### src/rtl/posrd_pkg.sv
package posrd_pkg;

  // Control machine state, advanced on the falling clock edge
  typedef enum logic [1:0] {
    RD_IDLE    = 2'd0,  // snapshot tracks the counter
    RD_HOLD    = 2'd1,  // upper byte requested, snapshot frozen
    RD_LOWSEEN = 2'd2   // lower byte read, waiting for bus release
  } rdState_t;

  // Strobes from control to datapath
  typedef struct packed {
    logic loadEn;    // snapshot may load on the next rising edge
    logic showLow;   // present the lower byte
    logic driveBus;  // output drivers enabled
  } rdStrobe_t;

endpackage

### src/rtl/posrdCtrl.sv
module posrdCtrl
  import posrd_pkg::*;
(
  input  logic      clk,
  input  logic      rstN,
  input  logic      oeN,
  input  logic      selLow,
  output rdStrobe_t strobe
);

  rdState_t state;
  rdState_t nextState;
  logic     loadEn;

  wire upperRead = !oeN && !selLow;
  wire lowerRead = !oeN &&  selLow;

  always_comb begin
    nextState = state;
    unique case (state)
      RD_IDLE: begin
        if (upperRead) nextState = RD_HOLD;
      end
      RD_HOLD: begin
        if (lowerRead) nextState = RD_LOWSEEN;
      end
      RD_LOWSEEN: begin
        if (oeN)            nextState = RD_IDLE;
        else if (upperRead) nextState = RD_HOLD;
      end
      default: nextState = RD_IDLE;
    endcase
  end

  always_ff @(negedge clk or negedge rstN) begin
    if (!rstN) state <= RD_IDLE;
    else       state <= nextState;
  end

  assign loadEn          = (state == RD_IDLE);
  assign strobe.loadEn   = loadEn;
  assign strobe.showLow  = selLow;
  assign strobe.driveBus = !oeN;


  inhibit_release_chk: assert property (@(negedge clk) disable iff (!rstN)
    $rose(loadEn) |-> $past(oeN));


  inhibit_set_chk: assert property (@(negedge clk) disable iff (!rstN)
    $fell(loadEn) |-> (!$past(oeN) && !$past(selLow)));

endmodule

### src/rtl/posrdPath.sv
module posrdPath
  import posrd_pkg::*;
#(
  parameter int BYTE_W     = 8,
  parameter int COUNT_W    = 16,
  parameter int VALID_BITS = 16
) (
  input  logic                  clk,
  input  logic                  rstN,
  input  logic [VALID_BITS-1:0] cntIn,
  input  rdStrobe_t             strobe,
  output logic [BYTE_W-1:0]     dataOut,
  output logic                  dataOe
);

  logic [VALID_BITS-1:0] latchQ;
  logic [COUNT_W-1:0]    latchExt;
  logic [BYTE_W-1:0]     hiByte;
  logic [BYTE_W-1:0]     loByte;

  always_ff @(posedge clk or negedge rstN) begin
    if (!rstN)              latchQ <= '0;
    else if (strobe.loadEn) latchQ <= cntIn;
  end

  generate
    if (VALID_BITS < COUNT_W) begin : g_zeroFill
      assign latchExt = {{(COUNT_W - VALID_BITS){1'b0}}, latchQ};
    end else begin : g_fullWidth
      assign latchExt = latchQ;
    end
  endgenerate

  assign hiByte  = latchExt[COUNT_W-1 -: BYTE_W];
  assign loByte  = latchExt[BYTE_W-1:0];
  assign dataOut = strobe.showLow ? loByte : hiByte;
  assign dataOe  = strobe.driveBus;


  latch_frozen_chk: assert property (@(posedge clk) disable iff (!rstN)
    !strobe.loadEn |=> $stable(latchQ));


  latch_track_chk: assert property (@(posedge clk) disable iff (!rstN)
    strobe.loadEn |=> (latchQ == $past(cntIn)));

endmodule

### src/rtl/posLatchReadout.sv
module posLatchReadout
  import posrd_pkg::*;
#(
  parameter int BYTE_W     = 8,
  parameter int COUNT_W    = 2 * BYTE_W,
  parameter int VALID_BITS = 16
) (
  input  logic               clk,
  input  logic               rstN,
  input  logic [COUNT_W-1:0] posCount,
  input  logic               oeN,
  input  logic               selLow,
  output logic [BYTE_W-1:0]  dataOut,
  output logic               dataOe
);

  rdStrobe_t strobe;

  posrdCtrl u_ctrl (
    .clk    (clk),
    .rstN   (rstN),
    .oeN    (oeN),
    .selLow (selLow),
    .strobe (strobe)
  );

  posrdPath #(
    .BYTE_W     (BYTE_W),
    .COUNT_W    (COUNT_W),
    .VALID_BITS (VALID_BITS)
  ) u_path (
    .clk     (clk),
    .rstN    (rstN),
    .cntIn   (posCount[VALID_BITS-1:0]),
    .strobe  (strobe),
    .dataOut (dataOut),
    .dataOe  (dataOe)
  );

endmodule

### config.mk
export PLATFORM = sky130hd
export DESIGN_NAME = posLatchReadout
export DESIGN_NICKNAME = d
export VERILOG_FILES = /design/src/rtl/posrd_pkg.sv /design/src/rtl/posrdCtrl.sv /design/src/rtl/posrdPath.sv /design/src/rtl/posLatchReadout.sv
export SDC_FILE = /design/constraint.sdc
export NUM_CORES = 1
export LEC_CHECK = 0
export ABC_AREA = 1
export BUFFER_PORTS_ARGS = -buffer_cell sky130_fd_sc_hd__clkbuf_2
export CAP_MARGIN = 40
export CORE_MARGIN = 2
export CORE_UTILIZATION = 42
export DETAILED_ROUTE_END_ITERATION = 7
export PLACE_DENSITY = 0.72
export SETUP_SLACK_MARGIN = 0.5
export SYNTH_ARGS = -nofsm -noshare
export SYNTH_HDL_FRONTEND = slang
export SYNTH_SLANG_ARGS = --single-unit
### constraint.sdc
create_clock -name clk -period 0.8 [get_ports clk]
set_input_delay 0.16 -clock clk [delete_from_list [all_inputs] [get_ports clk]]
set_output_delay 0.16 -clock clk [all_outputs]
set_load 0.1 [all_outputs]
* Yosys cells after proc, flatten, opt, wreduce, memory -nomap -nowiden
Cells that the tools add are included.
** Operators by class
- Shifts and indexed selects :: 0
- $add $sub $neg :: 0
- $mul :: 0
- Bitwise logic cells :: 0
- Magnitude comparators :: 0
- Muxes and demuxes :: 5
- Reductions and logical operators :: 5
- Eq/ne operators :: 3
- Div/mod/pow operators :: 0
** Operators with widths (number)
- two-way mux 8 bit :: 1
- two-way mux 2 bit :: 3
- case mux 2 bit (3 select lines) :: 1
- equality test 2 x 1 -> 1 bit, second input constant :: 1
- equality test 2 bit, second input constant :: 1
- logical AND 1 bit :: 2
- logical NOT 1 bit :: 2
- logical NOT 2 bit :: 1
- inequality test 2 x 1 -> 1 bit, second input constant :: 1
** Storage, ports and cells
- Logic and storage cells :: 15
- Bits in writable memories :: 0
- ROM bits :: 0
- Register bits after elaboration :: 18
- Latch bits :: 0
- Memories kept :: 0

* Depth between registers and ports, before layout
Gate-level depths: netlist (run 1).
- Word-level depth :: 5
- Gate-level depth with buffers :: 5
- Depth with buffers taken out :: 4

* By module
Synthesis (run 1) repeated with hierarchy kept, for this count alone.
** Unflattened totals
- Cells, all modules :: 112
- Area, all modules :: 915.9 um^2
** By module, submodules not included
- posrdPath :: area an instance 790.8 um^2, instances 1, cells an instance 95
- posrdCtrl :: area an instance 125.1 um^2, instances 1, cells an instance 17

==> impl_metrics.yaml, run 1 <==
die:
  die_w_um: 48.21
  coreArea_um2: 1783
  num_rows: 15
  ioPinCount: 29
  dieHeight_um: 48.21
  initial_core_util_pct: 46.04
  dieArea_um2: 2324
logic_synthesis:
  synth_compound_area_share_pct: 4.878
  synth_fa_ha_area_share_pct: 0
  synth.most_common_cell: "nand2_1"
  synth.top_cells.by_count: "nand2_1 (60), dfrtp_1 (16), inv_1 (11)"
  synthXorXnorAreaFrac_pct: 0
  yosys_warnings: 0
  synthMuxAreaShare_pct: 0
  async_flop_share_pct: 100.0
  synth.distinct_cells: 13
  syn_area_per_cell_um2: 7.743
  synthTopCellsByArea: "dfrtp_1 (49%), nand2_1 (27%), dfrtn_1 (6.1%)"
  synth_top_family_by_area: "simple AND/OR/NAND/NOR gates"
  ys_seq_elements: 18
  synth_cells: 106
  synth_edf_count: 0
  synth.net_count: 126
  synth_area_leader_cell: "dfrtp_1"
  syn-cell-area_um2: 820.8
  ys.flop_type: "dfrtp_1"
  yosysTopAreaCellShare_pct: 48.78
  yosys.area_share.simple_pct: 31.86
  ys_seq_area_share_pct: 54.88
power_and_ir_drop:
  p_per_area_nw_per_um2: 2560
  peakVddDrop_v: 0.002092
  finalPower_mw: 3.892
  power_leakage_nw: 0.8062
grt:
  top_usage_layer: "met2"
  grt_max_degree: 17
  gr-usage-all-layers_pct: 21.08
  use_met3_pct: 2.963
  grt_util_met2_pct: 38.16
  first_global_vias: 775
  antenna_found_initial: 0
  overflow: 0
  use_met1_pct: 24.00
  grt_first_pass_wirelength_mm: 3.312
cts:
  clock_latency_ns: 0.30
  root_buffer: "clkbuf_4"
  cts.sinks: 18
  clk_pin_slew_ns: 0.11
  clockBufferDepth: 2
  cts.htree.levels: 1
  cts_tree: "yes"
  cts-buffers-inserted: 3
finish:
  final_util_pct: 85.26
  drive_gt1_share_pct: 59.38
  stdcell_area_um2: 1520
  nets: 181
  diodes: 0
  area_delta_synth_final_pct: 85.21
worst_setup_path:
  critPathLaunchType: "flop"
  r2r_end: "u_path.latchExt[13]"
  crit_fanout: 8
  reg2reg_depth: 4
  critPathKind: "reg -> reg"
  rrSetupSlack_ns: -0.60
  r2r_start: "u_ctrl.state[0]"
  worstPathArrival_ns: 1.58
  endpoint_kind: "flop"
  crit_required_ns: 0.99
timing:
  hold_viol_final: 18
  slew_violations: 0
  setup_violations: 26
  skew_ns: 0.002828
  rsz0062_at_grt: "yes"
  whs_ns: -0.2962
  finalSetupTns_ns: -12.40
  fin_ws_ns: -0.5975
  relSlewSlack_pct: 83.54
  tightest_slew_ns: 0.2469
routing:
  wl_per_cell_um: 14.16
  drt_iter0_drc: 30
  dr.pass1.iters: 4
  ant_nets: 0
  routed_wl_mm: 2.620
  avgViaCountPerCell: 4.870
  drc: 0
  num_vias: 901
placement:
  postPlaceCellArea_um2: 1295
  place_ws_ns: -0.5534
  hpwl_mm: 1.428
  gp_congestion: 0.7441
  portBuffers: 28
status:
  failed_checks: "negative hold slack, negative setup slack"
  outcome: "finished with violations"
min_path:
  hold_class: "in -> async"
job:
  drv_cap: 0
[flip-flops by register name, summed over array words and instances, names as in the netlist]
name             flops
u_path.latchExt     16
u_ctrl.state         2
[worst max-delay path: stages (launching register included)]
cell	delay (ns)
dfrtn_1	0.50
nor2_4	0.08
clkbuf_16	0.17
nand2_1	0.07
nand2_1	0.08
[worst max path at each step]
stage | start | to | slack [ns] | cells after the start
final | u_ctrl.state[0] | u_path.latchExt[13] | -0.60 | 4
after global placement | u_ctrl.state[1] | u_path.latchExt[8] | -0.52 | 3
after global routing | u_ctrl.state[0] | u_path.latchExt[13] | -0.63 | 4
after CTS | u_ctrl.state[0] | u_path.latchExt[0] | -0.51 | 4
after detailed placement | u_ctrl.state[1] | u_path.latchExt[6] | -0.55 | 3
after floorplan | oeN | u_ctrl.state[1] | -0.56 | 3
[through the flow]
step                cells  hold slack, ns
floorplan             106         -0.1356
global placement      168         0.02829
detailed placement    168         0.03125
CTS                   178         -0.3030
global route          185         -0.2950
finish                185         -0.2962
[final cells by class]
class | count | area, µm²
clock buffer | 4 | 26.28
timing repair buffer | 52 | 511.7
sequential | 18 | 450.4
inverter | 12 | 48.80
fill | 81 | 262.8
tap | 25 | 31.28
multi-input combinational | 74 | 451.7
[timing repair]
action | 4_1_cts | 5_1_grt
setup endpoints to repair | 27 | 27
resized for setup | 14 | 15
hold endpoints to repair | 18 | 6
gates cloned | 1 | 1
pin swaps | 1 | 3
buffers inserted | 5 | 6
[cells in the final DEF (no fill, tap or decap), drive strengths merged]
cell and count:
buf 33, clkbuf 23, clkinvlp 1, dfrtn 2
dfrtp 16, inv 11, nand2 63, nor2 3
o21ai 8
[where the power goes]
part           switching [mW]  internal [mW]  total, mW
Clock                   0.295          0.194      0.489
Sequential              0.137           1.09       1.23
Combinational            1.27          0.902       2.17
[per-layer routing]
layer / up-vias / routed length (µm)
met4: 0 / 98
met5: - / 0
met2: 34 / 1381
met3: 12 / 100
met1: 428 / 1040
li1: 427 / -
[cells by family after synthesis]
family,count (synthesis)
buf+inv,15
compound gates,8
simple gates,65
flops,18
(Power assumes the default switching activity.)
==> run 2, diff against run 1 <==
--- a/config.mk
+++ b/config.mk
@@ -5,13 +5,12 @@
 export SDC_FILE = /design/constraint.sdc
 export NUM_CORES = 1
 export LEC_CHECK = 0
-export ABC_AREA = 1
 export BUFFER_PORTS_ARGS = -buffer_cell sky130_fd_sc_hd__clkbuf_2
 export CAP_MARGIN = 40
 export CORE_MARGIN = 2
-export CORE_UTILIZATION = 42
+export CORE_UTILIZATION = 43
 export DETAILED_ROUTE_END_ITERATION = 7
-export PLACE_DENSITY = 0.72
+export PLACE_DENSITY = 0.73
 export SETUP_SLACK_MARGIN = 0.5
 export SYNTH_ARGS = -nofsm -noshare
 export SYNTH_HDL_FRONTEND = slang
==> impl_metrics.yaml, run 2 <==
status:
  outcome: "finished with violations"
  failed_checks: "negative hold slack, negative setup slack"
grt:
  overflow: 0
  grt_max_degree: 17
  grt_first_pass_wirelength_mm: 2.456
  antenna_found_initial: 0
  gr-usage-all-layers_pct: 15.66
  first_global_vias: 559
finish:
  final_cells: 124
  diodes: 0
  stdcell_area_um2: 1418
  nets: 120
  area_delta_synth_final_pct: 69.61
  final_cell_mix: "mux2_4 (24), clkbuf_2 (18), dfrtp_1 (16)"
  drive_gt1_share_pct: 79.80
  final_common_cell: "mux2_4"
  largest_reg_flops: 16
cts:
  clockBufferDepth: 2
  cts.sinks: 18
  cts.htree.levels: 1
  cts_tree: "yes"
  clock_latency_ns: 0.28
  root_buffer: "clkbuf_4"
  cts-buffers-inserted: 3
  clk_pin_slew_ns: 0.10
routing:
  drt_iter0_drc: 0
  avgViaCountPerCell: 4.548
  dr.pass1.iters: 1
  ant_nets: 0
  drc: 0
  routed_wl_mm: 1.833
  num_vias: 564
  wl_per_cell_um: 14.78
timing:
  whs_ns: -0.3279
  tightest_slew_ns: 0.1914
  relSlewSlack_pct: 87.24
  setup_violations: 26
  rsz0062_at_grt: "yes"
  skew_ns: 0.002535
  finalSetupTns_ns: -16.30
  fin_ws_ns: -0.7612
  slew_violations: 0
  hold_viol_final: 18
die:
  dieHeight_um: 48.09
  coreArea_um2: 1783
  ioPinCount: 29
  die_w_um: 48.09
  dieArea_um2: 2312
  initial_core_util_pct: 46.88
  num_rows: 15
placement:
  postPlaceCellArea_um2: 1259
  gp_congestion: 0.6529
  place_ws_ns: -0.7386
  placed_cells: 112
  portBuffers: 28
  hpwl_mm: 1.154
logic_synthesis:
  ys.flop_type: "dfrtp_1"
  synth_edf_count: 0
  yosys_warnings: 0
  async_flop_share_pct: 100.0
  syn-cell-area_um2: 835.8
  synth.net_count: 71
  synth.top_cells.by_count: "dfrtp_1 (16), mux2_2 (14), mux2_4 (10)"
  syn_area_per_cell_um2: 16.39
  synthTopCellsByArea: "dfrtp_1 (48%), mux2_2 (19%), mux2_4 (18%)"
  yosysTopAreaCellShare_pct: 47.90
  ys_seq_elements: 18
  synth_area_leader_cell: "dfrtp_1"
  synth_cells: 51
  ys_seq_area_share_pct: 53.89
  synth.most_common_cell: "dfrtp_1"
  synth.distinct_cells: 13
power_and_ir_drop:
  finalPower_mw: 4.128
  power_leakage_nw: 0.7236
  p_per_area_nw_per_um2: 2912
  peakVddDrop_v: 0.001890
worst_setup_path:
  crit_fanout: 8
  r2r_end: "u_path.latchExt[1]"
  rrSetupSlack_ns: -0.76
  cpPeakStageDelay_ns: 0.38
  r2r_start: "u_ctrl.state[0]"
  crit_chain: "nor2_4 -> clkbuf_16 -> mux2_4"
  endpoint_kind: "flop"
  reg2reg_depth: 3
  critPathKind: "reg -> reg"
  critPathLaunchType: "flop"
  worstPathArrival_ns: 1.73
  cpMaxStageDelayCell: "dfrtn_1"
  crit_required_ns: 0.97
job:
  drv_cap: 0
min_path:
  hold_class: "in -> async"
## run 2: cells by family (layout without fill, tap and decap cells)
family                    count (synthesis)  in the layout  synth area share [%]
DFF                                      18             18                 53.89
buffers and inverters                     3             51                 3.442
and+or+nand+nor                           4              4                 3.893
xor gates and xnor gates                  1              1                 1.048
AOI/OAI and AO/OA                         1              1                0.8985
muxes                                    24             24                 36.83
## run 2: cell type report
type	count	area [µm²]
Sequential cell	18	450.4
Tap cell	25	31.28
Fill cell	97	365.4
Multi-Input combinational cell	30	421.7
Timing Repair Buffer	46	470.5
Clock buffer	4	36.28
Inverter	1	7.507
## run 2: power by group
part	total, mW	internal (mW)	switching, mW
Clock	0.540	0.277	0.264
Sequential	1.23	1.11	0.121
Combinational	2.36	1.16	1.20
## run 2: critical path, delay by kind of cell (launching register included)
family / cells / cell delay [ns]
multiplexers: 1 / 0.30
buffers and inverters: 1 / 0.19
AND/OR/NAND/NOR: 1 / 0.18
flip-flops: 1 / 0.38
## run 2: worst max-delay path by stage
| stage | start | slack (ns) | to | cells past startpoint |
|---|---|---|---|---|
| global route | u_ctrl.state[0] | -0.78 | u_path.latchExt[15] | 3 |
| floorplan | u_ctrl.state[1] | -0.77 | u_path.latchExt[0] | 3 |
| CTS | u_ctrl.state[1] | -0.75 | u_path.latchExt[9] | 3 |
| detailed placement | u_ctrl.state[1] | -0.74 | u_path.latchExt[9] | 3 |
| finish | u_ctrl.state[0] | -0.76 | u_path.latchExt[1] | 3 |
| global placement | u_ctrl.state[1] | -0.71 | u_path.latchExt[5] | 3 |
## run 2: through the flow
step / hold WS, ns / util (%)
final: -0.3279 / 79.51
after global routing: -0.3401 / 79.51
after CTS: -0.3336 / 74.67
after detailed placement: -0.01534 / 70.60
after global placement: -0.01792 / 70.60
after floorplan: -0.1356 / -
## run 2: repair_timing
item | 4_1_cts | 5_1_grt
gates cloned | 0 | 1
endpoints found under the setup margin | 27 | 27
gates resized for setup | 4 | 7
endpoints found under the hold margin | 18 | 18
pin swaps | 0 | 1
buffers inserted | 2 | 5
## run 2: routing by layer
layer / vias to the layer above / wire length (µm) / global-route usage (%)
li1: 272 / - / -
met1: 271 / 936 / 23.06
met2: 19 / 790 / 22.67
met3: 2 / 101 / 2.642
met4: 0 / 5 / 6.486
met5: - / 0 / 0
==> run 3, diff against run 2 <==
==> constraint.sdc (replaced) <==
create_clock -name clk -period 0.8 [get_ports clk]
set_input_delay 0.16 -clock clk [delete_from_list [all_inputs] [get_ports clk]]
set_output_delay 0.16 -clock clk [all_outputs]
set_load 0.02 [all_outputs]
==> impl_metrics.yaml, run 3 (synthesized netlist as in run 2, its figures left out) <==
timing:
  finalSetupTns_ns: -15.67
  setup_violations: 26
  whs_ns: -0.3121
  skew_ns: 0.008473
  relSlewSlack_pct: 88.52
  fin_ws_ns: -0.7443
  hold_viol_final: 18
  tightest_slew_ns: 0.1721
  slew_violations: 0
  rsz0062_at_grt: "yes"
power_and_ir_drop:
  clockPowerShare_pct: 16.9
  power.share.sequential_pct: 36.8
  p_per_area_nw_per_um2: 2402
  pwr-share-comb_pct: 46.3
  intPower_mw: 2.425
  power_leakage_nw: 0.7250
  swShare_pct: 27.49
  p_sw_mw: 0.9195
  peakVddDrop_v: 0.001543
finish:
  area_delta_synth_final_pct: 66.62
  largest_reg_flops: 16
  diodes: 0
  final_util_pct: 78.11
  nets: 126
  final_common_cell: "mux2_4"
  stdcell_area_um2: 1393
  final_cell_mix: "mux2_4 (24), buf_4 (19), clkbuf_2 (18)"
  drive_gt1_share_pct: 80.95
routing:
  drt_iter0_drc: 2
  routed_wl_mm: 1.900
  wl_per_cell_um: 14.62
  num_vias: 617
  avgViaCountPerCell: 4.746
  ant_nets: 0
  drc: 0
  dr.pass1.iters: 2
status:
  failed_checks: "negative hold slack, negative setup slack"
  outcome: "finished with violations"
cts:
  clk_pin_slew_ns: 0.10
  root_buffer: "clkbuf_4"
  cts.sinks: 18
  cts_tree: "yes"
  cts-buffers-inserted: 3
  clock_latency_ns: 0.29
  cts.htree.levels: 1
  clockBufferDepth: 2
worst_setup_path:
  cpMaxStageDelayCell: "dfrtn_1"
  critPathKind: "reg -> reg"
  crit_required_ns: 0.98
  crit_fanout: 8
  worstPathArrival_ns: 1.72
  crit_chain: "nor2_4 -> buf_12 -> mux2_4"
  cpPeakStageDelay_ns: 0.40
  endpoint_kind: "flop"
  critPathLaunchType: "flop"
job:
  drv_cap: 0
grt:
  grt_max_degree: 13
  first_global_vias: 633
  antenna_found_initial: 0
  grt_first_pass_wirelength_mm: 2.628
  gr-usage-all-layers_pct: 16.43
  overflow: 0
placement:
  portBuffers: 28
  gp_congestion: 0.6826
  postPlaceCellArea_um2: 1146
  hpwl_mm: 1.152
  place_ws_ns: -0.7337
min_path:
  hold_class: "in -> async"
die:
  num_rows: 15
  dieHeight_um: 48.09
  die_w_um: 48.09
  dieArea_um2: 2312
  initial_core_util_pct: 46.88
  ioPinCount: 29
  coreArea_um2: 1783
## run 3: changes by cell type in the layout (fill, tap and decap cells not counted), sizes merged
cell	change
buf	+7
clkbuf	-1
## run 3: final cells by class
cell class	instances	area, µm²
Sequential cell	18	450.4
Timing Repair Buffer	52	445.4
Multi-Input combinational cell	30	421.7
Fill cell	104	390.4
Clock buffer	4	36.28
Tap cell	25	31.28
Inverter	1	7.507
## run 3: path summary, 6_finish.rpt
check / from / end / slack [ns] / depth (start not counted)
setup / recovery: u_ctrl.state[0] / u_path.latchExt[14] / -0.74 / 3
hold / removal: rstN / u_path.latchExt[13] / -0.31 / 1
setup reg to reg: u_ctrl.state[0] / u_path.latchExt[14] / -0.74 / 3
hold reg to reg: u_path.latchExt[1] / u_path.latchExt[1] / 0.53 / 1
max in group asynchronous: rstN / u_ctrl.state[1] / 0.64 / 1
min in group clk: posCount[8] / u_path.latchExt[8] / 0.09 / 2
## run 3: power by group through the flow
| stage | Combinational (mW) | Sequential [mW] | Clock (mW) |
|---|---|---|---|
| after global routing | 1.64 | 1.25 | 0.635 |
| final | 1.55 | 1.23 | 0.565 |
| after floorplan | 0.718 | 1.21 | 0 |
| after CTS | 1.36 | 1.22 | 0.552 |
| after global placement | 1.04 | 1.23 | 0 |
| after detailed placement | 1.05 | 1.24 | 0 |
## run 3: worst max-delay path: cells and delay by family, from the launching register on
family	cells	cell delay, ns
multiplexers	1	0.31
buffers and inverters	1	0.16
flip-flops	1	0.40
AND/OR/NAND/NOR	1	0.16
## run 3: timing repair
item | in CTS | in global routing
hold endpoints to repair | 18 | 18
buffers inserted | 7 | 4
pin swaps | 1 | 1
gates resized for setup | 22 | 17
endpoints found under the setup margin | 27 | 27
## run 3: per-layer routing
layer / vias up / part of all wire [%] / track usage, %
li1: 289 / - / -
met1: 301 / 41 / 21.88
met2: 23 / 51 / 26.93
met3: 4 / 5.6 / 2.264
met4: 0 / 1.9 / 6.486
met5: - / 0 / 0
## run 3: per-stage QoR
step | total power, mW | instances
6_report | 3.345 | 130
3_5_place_dp | 2.295 | 115
3_3_place_gp | 2.267 | 115
4_1_cts | 3.134 | 126
5_1_grt | 3.528 | 130
2_1_floorplan | 1.931 | 51
